## src/rtl/dreq_gate_pkg.sv

```systemverilog
package dreq_gate_pkg;

    typedef enum logic {
        ACT_LEVEL = 1'b0,
        ACT_EDGE  = 1'b1
    } act_mode_t;

    typedef enum logic [2:0] {
        ST_IDLE  = 3'd0,
        ST_OPEN  = 3'd1,
        ST_HELD  = 3'd2,
        ST_CLEAR = 3'd3,
        ST_REARM = 3'd4
    } gate_state_t;

    typedef struct packed {
        logic act_start;
        logic dead_end;
        logic xfer_end;
    } seq_status_t;

    typedef struct packed {
        logic      wr;
        logic      en;
        act_mode_t mode;
    } cfg_cmd_t;

    function automatic logic rearm_ok(input act_mode_t m, input logic seen_high);
        return (m == ACT_LEVEL) || seen_high;
    endfunction

endpackage

```

## src/rtl/dreq_sync.sv

```systemverilog
module dreq_sync #(
    parameter int STAGES = 2
) (
    input  logic clk,
    input  logic rst,
    input  logic pin_n,
    output logic pin_lvl
);
    localparam int LAST = STAGES - 1;

    logic [STAGES-1:0] stg;

    initial begin
        if (STAGES < 2) $error("dreq_sync needs at least two stages");
    end

    always_ff @(posedge clk) begin
        if (rst) stg <= '1;
        else     stg <= {stg[STAGES-2:0], pin_n};
    end

    assign pin_lvl = stg[LAST];

endmodule

```

## src/rtl/dreq_rearm.sv

```systemverilog
module dreq_rearm (
    input  logic clk,
    input  logic rst,
    input  logic clear,
    input  logic watch,
    input  logic pin_lvl,
    output logic high_seen
);
    logic seen_q;

    always_ff @(posedge clk) begin
        if (rst || clear)          seen_q <= 1'b0;
        else if (watch && pin_lvl) seen_q <= 1'b1;
    end

    assign high_seen = seen_q | (watch & pin_lvl);

endmodule

```

## src/rtl/dreq_fsm.sv

```systemverilog
module dreq_fsm
    import dreq_gate_pkg::*;
(
    input  logic        clk,
    input  logic        rst,
    input  cfg_cmd_t    cfg,
    input  seq_status_t stat,
    input  logic        pin_lvl,
    input  logic        high_seen,
    output gate_state_t state,
    output act_mode_t   mode_q
);
    gate_state_t nxt;

    always_comb begin
        nxt = state;
        unique case (state)
            ST_IDLE:  nxt = ST_IDLE;
            ST_OPEN:  if (!pin_lvl) nxt = ST_HELD;
            ST_HELD:  if (stat.act_start) nxt = ST_CLEAR;
            ST_CLEAR: if (stat.dead_end)
                          nxt = rearm_ok(mode_q, high_seen) ? ST_OPEN : ST_REARM;
            ST_REARM: if (pin_lvl) nxt = ST_OPEN;
            default:  nxt = ST_IDLE;
        endcase
        if (cfg.wr)        nxt = cfg.en ? ST_OPEN : ST_IDLE;
        if (stat.xfer_end) nxt = ST_IDLE;
    end

    always_ff @(posedge clk) begin
        if (rst) begin
            state  <= ST_IDLE;
            mode_q <= ACT_EDGE;
        end else begin
            state <= nxt;
            if (cfg.wr && cfg.en) mode_q <= cfg.mode;
        end
    end

endmodule

```

## src/rtl/dreq_gate.sv

```systemverilog
module dreq_gate
    import dreq_gate_pkg::*;
#(
    parameter int SYNC_STAGES = 2
) (
    input  logic clk,
    input  logic rst,
    input  logic cfg_wr,
    input  logic cfg_en,
    input  logic cfg_edge,
    input  logic req_n,
    input  logic act_start,
    input  logic dead_end,
    input  logic xfer_end,
    output logic req_held,
    output logic accepting
);
    cfg_cmd_t    cfg;
    seq_status_t stat;
    gate_state_t state;
    act_mode_t   mode_q;
    logic        pin_lvl;
    logic        high_seen;
    logic        clr_start;
    logic        in_clear;

    assign cfg  = '{wr: cfg_wr, en: cfg_en, mode: act_mode_t'(cfg_edge)};
    assign stat = '{act_start: act_start, dead_end: dead_end, xfer_end: xfer_end};

    dreq_sync #(.STAGES(SYNC_STAGES)) u_sync (
        .clk     (clk),
        .rst     (rst),
        .pin_n   (req_n),
        .pin_lvl (pin_lvl)
    );

    assign clr_start = (state == ST_HELD) && act_start;
    assign in_clear  = (state == ST_CLEAR);

    dreq_rearm u_rearm (
        .clk       (clk),
        .rst       (rst),
        .clear     (clr_start),
        .watch     (in_clear),
        .pin_lvl   (pin_lvl),
        .high_seen (high_seen)
    );

    dreq_fsm u_fsm (
        .clk       (clk),
        .rst       (rst),
        .cfg       (cfg),
        .stat      (stat),
        .pin_lvl   (pin_lvl),
        .high_seen (high_seen),
        .state     (state),
        .mode_q    (mode_q)
    );

    assign req_held  = (state == ST_HELD);
    assign accepting = (state == ST_OPEN);

    AST_RESET_IDLE: assert property (@(posedge clk)
        rst |=> (!req_held && !accepting));

    AST_LATCH_ON_LOW: assert property (@(posedge clk) disable iff (rst)
        (accepting && !pin_lvl && !xfer_end && !cfg_wr) |=> req_held);

    AST_HOLD_UNTIL_START: assert property (@(posedge clk) disable iff (rst)
        (req_held && !act_start && !xfer_end && !cfg_wr) |=> req_held);

    AST_CLEAR_ON_START: assert property (@(posedge clk) disable iff (rst)
        (req_held && act_start) |=> !req_held);

    AST_EDGE_WAITS_HIGH: assert property (@(posedge clk) disable iff (rst)
        (in_clear && mode_q == ACT_EDGE && dead_end && !high_seen && !xfer_end && !cfg_wr)
        |=> !accepting);

    AST_LEVEL_REOPENS: assert property (@(posedge clk) disable iff (rst)
        (in_clear && mode_q == ACT_LEVEL && dead_end && !xfer_end && !cfg_wr)
        |=> accepting);

    AST_END_DROPS: assert property (@(posedge clk) disable iff (rst)
        xfer_end |=> (!req_held && !accepting));

endmodule

```

## config.mk

```make
export PLATFORM = sky130hd
export DESIGN_NAME = dreq_gate
export DESIGN_NICKNAME = d
export VERILOG_FILES = /design/src/rtl/dreq_gate_pkg.sv /design/src/rtl/dreq_sync.sv /design/src/rtl/dreq_rearm.sv /design/src/rtl/dreq_fsm.sv /design/src/rtl/dreq_gate.sv
export SDC_FILE = /design/constraint.sdc
export NUM_CORES = 1
export LEC_CHECK = 0
export BUFFER_PORTS_ARGS = -buffer_cell sky130_fd_sc_hd__buf_2
export CORE_AREA = 2 2 39 41
export DETAILED_ROUTE_END_ITERATION = 7
export DIE_AREA = 0 0 41 43
export SLEW_MARGIN = 5
export SYNTH_ARGS = -nofsm -noshare
export SYNTH_HDL_FRONTEND = slang
export SYNTH_SLANG_ARGS = --single-unit
```

## constraint.sdc

```tcl
create_clock -name clk -period 1.6 [get_ports clk]
set_input_delay 0.32 -clock clk [delete_from_list [all_inputs] [get_ports clk]]
set_output_delay 0.32 -clock clk [all_outputs]
set_load 0.02 [all_outputs]
```

==> flow_metrics.py, run 1 <==
metrics = {
    "outcome": {
        "status": "completed",
    },
    "clocking": {
        "clock_latency_ns": 0.24,
        "cts_buffers": 3,
        "cts_buffer_depth": 2,
        "cts_hold_buf": 0,
        "cts.root.buffer_cell": "clkbuf_4",
        "numClockSinks": 7,
        "cts_tree": "done",
        "postCtsSetupBuffers": 0,
        "post_cts_resized": 0,
        "ctsHtreeMaxLevel": 1,
        "clk_pin_slew_ns": 0.05,
    },
    "floorplanning": {
        "ios": 11,
        "start_util_pct": 26.49,
        "die_w_microns": 41,
        "core.rowCount": 14,
        "fp.dieH_microns": 43,
        "coreArea_sq_um": 1384,
        "die_area_sq_um": 1763,
    },
    "worst_hold_path": {
        "min_from": "req_n",
        "hold_depth": 2,
        "hold_class": "input pin to register",
        "worstHoldEndpoint": "u_sync.stg[0]$_SDFF_PP1_",
    },
    "routing": {
        "via_count": 301,
        "drc": 0,
        "first_pass_iters": 3,
        "drt_iter0_drc": 3,
        "wl_per_cell_microns": 9.409,
        "vias_per_cell": 4.561,
        "wirelength_microns": 621,
        "ant_nets": 0,
    },
    "yosys": {
        "ys_seq_elements": 7,
        "synth.most_common_cell": "dfxtp_1",
        "synth_top_area_share_pct": 38.23,
        "synth_cells": 38,
        "seq_area_frac_synth_pct": 38.23,
        "synth_edf_count": 0,
        "mappedNetlistArea_sq_um": 366.6,
        "synth_async_sr_flop_share_pct": 0,
        "yosysWarnings": 0,
        "syn_nets": 47,
        "synth_cell_types": 22,
        "synth_area_leaders": "dfxtp_1, a211o_1, a2111oi_2",
        "synth-main-ff-cell": "dfxtp_1",
        "synth_top_area_cell": "dfxtp_1",
        "synth_area_per_cell_sq_um": 9.647,
        "synthTopCellsByCount": "dfxtp_1, nand2_1, nor2_1",
    },
    "critical_path": {
        "cp_max_fo": 10,
        "worst_ep_arrival_time_ns": 1.14,
        "slowest_stage": "dfxtp_1",
        "rrSetupSlack_ns": 0.23,
        "path_cells": "nor3b_1 > buf_2",
        "required_ns": 1.28,
        "r2r_cells": 4,
        "cp-start-kind": "register",
        "r2r_end": "u_fsm.state[0]$_SDFFE_PP0P_",
        "critPathMaxStageDelay_ns": 0.49,
        "cp-end-kind": "primary output",
        "path_class": "register to primary output",
        "worstReg2RegStart": "u_fsm.state[1]$_SDFFE_PP0P_",
    },
    "cells_and_area": {
        "num-nets-final": 60,
        "area_growth_pct": 21.16,
        "antenna_cells": 0,
        "drive_above_1_share_pct": 36.00,
        "nFillCells": 159,
        "fin_area_sq_um": 444.2,
    },
    "power": {
        "pwr-share-comb_pct": 7.7,
        "max-vdd-ir-drop_mv": 0.3101,
        "leakage_nw": 0.1754,
        "p_int_mw": 0.2890,
        "seqPwrFrac_pct": 50.2,
        "pwr-share-clk_pct": 42.1,
        "power_density_nw_per_um2": 823.4,
        "sw_frac_of_total_pct": 20.98,
        "p_sw_mw": 0.07674,
    },
    "timing": {
        "finClkSkew_ns": 0.001126,
        "min_period_ns": 1.456,
        "slew_headroom_pct": 80.21,
        "finalCritPeriodShare_pct": 91.02,
        "hold_viol_final": 0,
        "tightest_slew_ns": 0.2965,
        "holdWs_ns": 0.2565,
        "timing.fmax_mhz": 686.6,
        "slew_violations": 0,
        "fin_setup_tns_ns": 0,
        "setup_viol": 0,
        "rsz0062_at_grt": "no",
    },
    "global_routing": {
        "grt_pass1_wl_microns": 1048,
        "overflow": 0,
        "antenna_found_initial": 0,
        "track_usage_pct": 9.183,
        "grt_max_degree": 11,
        "grt_pass1_vias": 287,
    },
    "placed_design": {
        "hpwlAfterDp_microns": 496.9,
        "gp_congestion": 0.6662,
        "dpl_cell_area_sq_um": 417.9,
        "placement.io_buffers": 10,
    },
    "job": {
        "maxCapViolations": 0,
    },
}
-- power by group through the flow --
stage               Combinational [mW]  Clock, mW  Sequential (mW)
global route                    0.0316      0.169            0.184
detailed placement              0.0284          0            0.187
floorplan                       0.0147          0            0.185
global placement                0.0283          0            0.187
finish                          0.0281      0.154            0.184
CTS                             0.0285      0.163            0.183
-- sequential cells by signal, indices dropped and copies added, names as in the netlist --
name and flops:
u_fsm.state 3, u_fsm.mode_q 1, u_rearm.seen_q 1, u_sync.stg 2
-- logic make-up after synthesis --
family	Yosys count	share of synthesized area [%]
flops	7	38.22
simple gates	19	31.40
compound gates	9	22.87
buf+inv	2	5.120
xor+xnor	1	2.390
-- placed cells by master, fill, tap and decap left out --
cell,synthesis,routed
a2111oi_2,1,1
a211o_1,2,2
a211oi_2,1,1
a21o_1,1,1
a22oi_1,2,2
and3_1,1,1
buf_2,0,10
clkbuf_1,0,1
clkbuf_4,0,3
dfxtp_1,7,7
nand2_1,4,4
nand2b_1,1,1
nand4_1,1,1
nand4bb_1,1,1
nor2_1,4,4
nor2b_1,1,1
nor3b_1,2,2
o22a_1,1,1
o31ai_1,1,1
or2_2,2,2
or4_1,1,1
or4b_4,1,1
xnor2_1,1,1
-- worst max-delay path by stage --
stage | startpoint | endpoint | slack, ns | cells past startpoint
after detailed placement | u_fsm.state[0]$_SDFFE_PP0P_ | u_fsm.state[2]$_SDFFE_PP0P_ | 0.23 | 2
after CTS | u_fsm.state[0]$_SDFFE_PP0P_ | accepting | 0.14 | 2
after floorplan | u_fsm.state[0]$_SDFFE_PP0P_ | u_fsm.state[0]$_SDFFE_PP0P_ | 0.28 | 5
after global routing | u_fsm.state[0]$_SDFFE_PP0P_ | accepting | 0.07 | 2
after global placement | u_fsm.state[0]$_SDFFE_PP0P_ | u_fsm.state[0]$_SDFFE_PP0P_ | 0.24 | 4
final | u_fsm.state[0]$_SDFFE_PP0P_ | accepting | 0.14 | 2
-- per-stage QoR --
| stage | instances | util, % | power, mW | setup WS, ns |
|---|---|---|---|---|
| floorplan | 38 | - | 0.1995 | 0.2754 |
| global placement | 62 | 30.20 | 0.2154 | 0.2430 |
| detailed placement | 62 | 30.20 | 0.2155 | 0.2345 |
| CTS | 66 | 32.10 | 0.3745 | 0.1384 |
| global route | 66 | 32.10 | 0.3844 | 0.06912 |
| finish | 66 | 32.10 | 0.3657 | 0.1436 |
-- routing by layer --
metal | vias to the layer above | track usage (%) | wire (microns)
li1 | 167 | - | -
met1 | 128 | 10.13 | 283
met2 | 6 | 13.13 | 303
met3 | 0 | 1.571 | 34
met4 | 0 | 10.00 | 0
met5 | - | 0 | 0
-- layout make-up --
class	count	area, sq um	share of cell area, %
clock buffers	4	26.28	5.915
multi-input cells	29	207.7	46.76
flip-flops and latches	7	140.1	31.55
well taps	16	20.02	4.507
repair buffers	10	50.05	11.27
-- worst max-delay path, delay by kind of cell (launching register included) --
family | cells | cell delay [ns]
buffers and inverters | 1 | 0.19
flip-flops | 1 | 0.49
AND/OR/NAND/NOR | 1 | 0.22
Power figures use the tool's default switching activity.
==> run 2, diff against run 1 <==
--- a/config.mk
+++ b/config.mk
@@ -5,10 +5,11 @@
 export SDC_FILE = /design/constraint.sdc
 export NUM_CORES = 1
 export LEC_CHECK = 0
-export BUFFER_PORTS_ARGS = -buffer_cell sky130_fd_sc_hd__buf_2
-export CORE_AREA = 2 2 39 41
+export CORE_AREA = 3 3 40 42
 export DETAILED_ROUTE_END_ITERATION = 7
-export DIE_AREA = 0 0 41 43
+export DIE_AREA = 0 0 43 45
+export DONT_BUFFER_PORTS = 1
+export SETUP_SLACK_MARGIN = 0.2
 export SLEW_MARGIN = 5
 export SYNTH_ARGS = -nofsm -noshare
 export SYNTH_HDL_FRONTEND = slang
==> flow_metrics.py, run 2 (same netlist as run 1, synthesis figures left out) <==
metrics = {
    "floorplanning": {
        "ios": 11,
        "coreArea_sq_um": 1285,
        "core.rowCount": 13,
        "start_util_pct": 28.53,
        "fp.dieH_microns": 45,
        "die_w_microns": 43,
        "die_area_sq_um": 1935,
    },
    "cells_and_area": {
        "nFillCells": 134,
        "largest_reg_flops": 3,
        "regMostFlops": "u_fsm.state",
        "layout_common_cells": "nand2_1, dfxtp_1, nor2_1, clkbuf_4",
        "stdcell_count": 56,
        "num-nets-final": 51,
        "drive_above_1_share_pct": 34.15,
        "area_growth_pct": 13.65,
        "final_util_pct": 32.42,
        "antenna_cells": 0,
        "top_regs": "u_fsm.state x3, u_sync.stg x2",
    },
    "critical_path": {
        "path_class": "register to register",
        "cp-end-kind": "register",
        "rrSetupSlack_ns": 0.27,
        "worst_ep_arrival_time_ns": 1.46,
        "path_cells": "or4b_4 > a2111oi_2",
        "slowest_stage": "or4b_4",
        "critPathMaxStageDelay_ns": 0.55,
        "required_ns": 1.73,
        "cp_max_fo": 10,
        "cp-start-kind": "register",
    },
    "clocking": {
        "numClockSinks": 7,
        "cts_buffer_depth": 2,
        "clk_pin_slew_ns": 0.05,
        "cts_hold_buf": 0,
        "cts.root.buffer_cell": "clkbuf_4",
        "cts_tree": "done",
        "clock_latency_ns": 0.24,
        "ctsHtreeMaxLevel": 1,
        "cts_buffers": 3,
    },
    "routing": {
        "dr_wl_met2_microns": 279,
        "first_pass_iters": 2,
        "met1_length_microns": 290,
        "vias_per_cell": 5.250,
        "drc": 0,
        "wl_per_cell_microns": 11.21,
        "wirelength_microns": 628,
        "top_layer": "met3",
        "met3_length_microns": 58,
        "drt_iter0_drc": 2,
        "ant_nets": 0,
        "via_count": 294,
    },
    "timing": {
        "finClkSkew_ns": 0.002085,
        "timing.fmax_mhz": 753.5,
        "tightest_slew_ns": 0.2555,
        "slew_headroom_pct": 82.94,
        "rsz0062_at_grt": "no",
        "slew_violations": 0,
        "min_period_ns": 1.327,
        "setup_viol": 0,
        "hold_viol_final": 0,
        "fin_setup_tns_ns": 0,
        "finalCritPeriodShare_pct": 82.95,
    },
    "global_routing": {
        "grt_pass1_wl_microns": 1041,
        "grt_max_degree": 11,
        "overflow": 0,
        "grt_pass1_vias": 265,
        "track_usage_pct": 7.173,
        "antenna_found_initial": 0,
    },
    "placed_design": {
        "dpl.cell_count": 52,
        "gp_congestion": 0.6981,
        "placement.io_buffers": 0,
    },
    "worst_hold_path": {
        "hold_class": "input pin to register",
    },
    "power": {
        "max-vdd-ir-drop_mv": 0.3650,
        "power_density_nw_per_um2": 832.4,
        "leakage_nw": 0.1407,
    },
    "job": {
        "maxCapViolations": 0,
    },
    "outcome": {
        "status": "completed",
    },
}
==> run 2: changes by cell type in the layout (fill, tap and decap cells not counted), sizes merged <==
cell	delta
buf	-9
==> run 2: what timing repair did <==
item / CTS / global route
endpoints found under the setup margin: 3 / 3
hold endpoints to repair: 0 / 0
setup buffers: 0 / 0
gates resized for setup: 4 / 2
==> run 2: path summary, 6_finish.rpt <==
| kind | to | from | cells after the start |
|---|---|---|---|
| min reg2reg | u_sync.stg[1]$_SDFF_PP1_ | u_sync.stg[0]$_SDFF_PP1_ | 1 |
| min | u_fsm.state[0]$_SDFFE_PP0P_ | rst | 1 |
| max | u_fsm.state[2]$_SDFFE_PP0P_ | u_fsm.state[0]$_SDFFE_PP0P_ | 2 |
| max reg2reg | u_fsm.state[2]$_SDFFE_PP0P_ | u_fsm.state[0]$_SDFFE_PP0P_ | 2 |
==> run 2: report_power, final <==
| group | internal [mW] | leakage [nW] | switching [mW] |
|---|---|---|---|
| Combinational | 0.00837 | 0.0667 | 0.00544 |
| Clock | 0.0945 | 0.0150 | 0.0554 |
| Sequential | 0.179 | 0.0590 | 0.00442 |
| Total | 0.282 | 0.141 | 0.0653 |
==> run 2: final cells by class <==
class / instances / area (sq um) / area share, %
Tap cell: 15 / 18.77 / 4.505
Timing Repair Buffer: 1 / 7.507 / 1.802
Sequential cell: 7 / 146.4 / 35.14
Multi-Input combinational cell: 29 / 217.7 / 52.25
Clock buffer: 4 / 26.28 / 6.306
==> run 2: critical path, delay by kind of cell (launching register included) <==
kind / cells / cell delay (ns)
AO/OA/AOI/OAI: 1 / 0.30
flip-flops: 1 / 0.37
AND/OR/NAND/NOR: 1 / 0.55
==> run 2: per-stage QoR <==
stage	area, sq um	power, mW	setup WS, ns	hold WS (ns)
final	416.7	0.3468	0.2728	0.1346
after global routing	416.7	0.3632	0.2099	0.1203
after CTS	412.9	0.3548	0.2389	0.1293
after detailed placement	374.1	0.2012	0.1959	0.3920
after global placement	374.1	0.2010	0.2159	0.3859
after floorplan	366.6	0.1995	0.2754	0.3846
==> run 2: layer usage <==
metal	vias up	global-route usage (%)
met2	11	9.880
met3	0	2.390
met5	-	0
li1	148	-
met1	135	9.201
met4	0	5.422
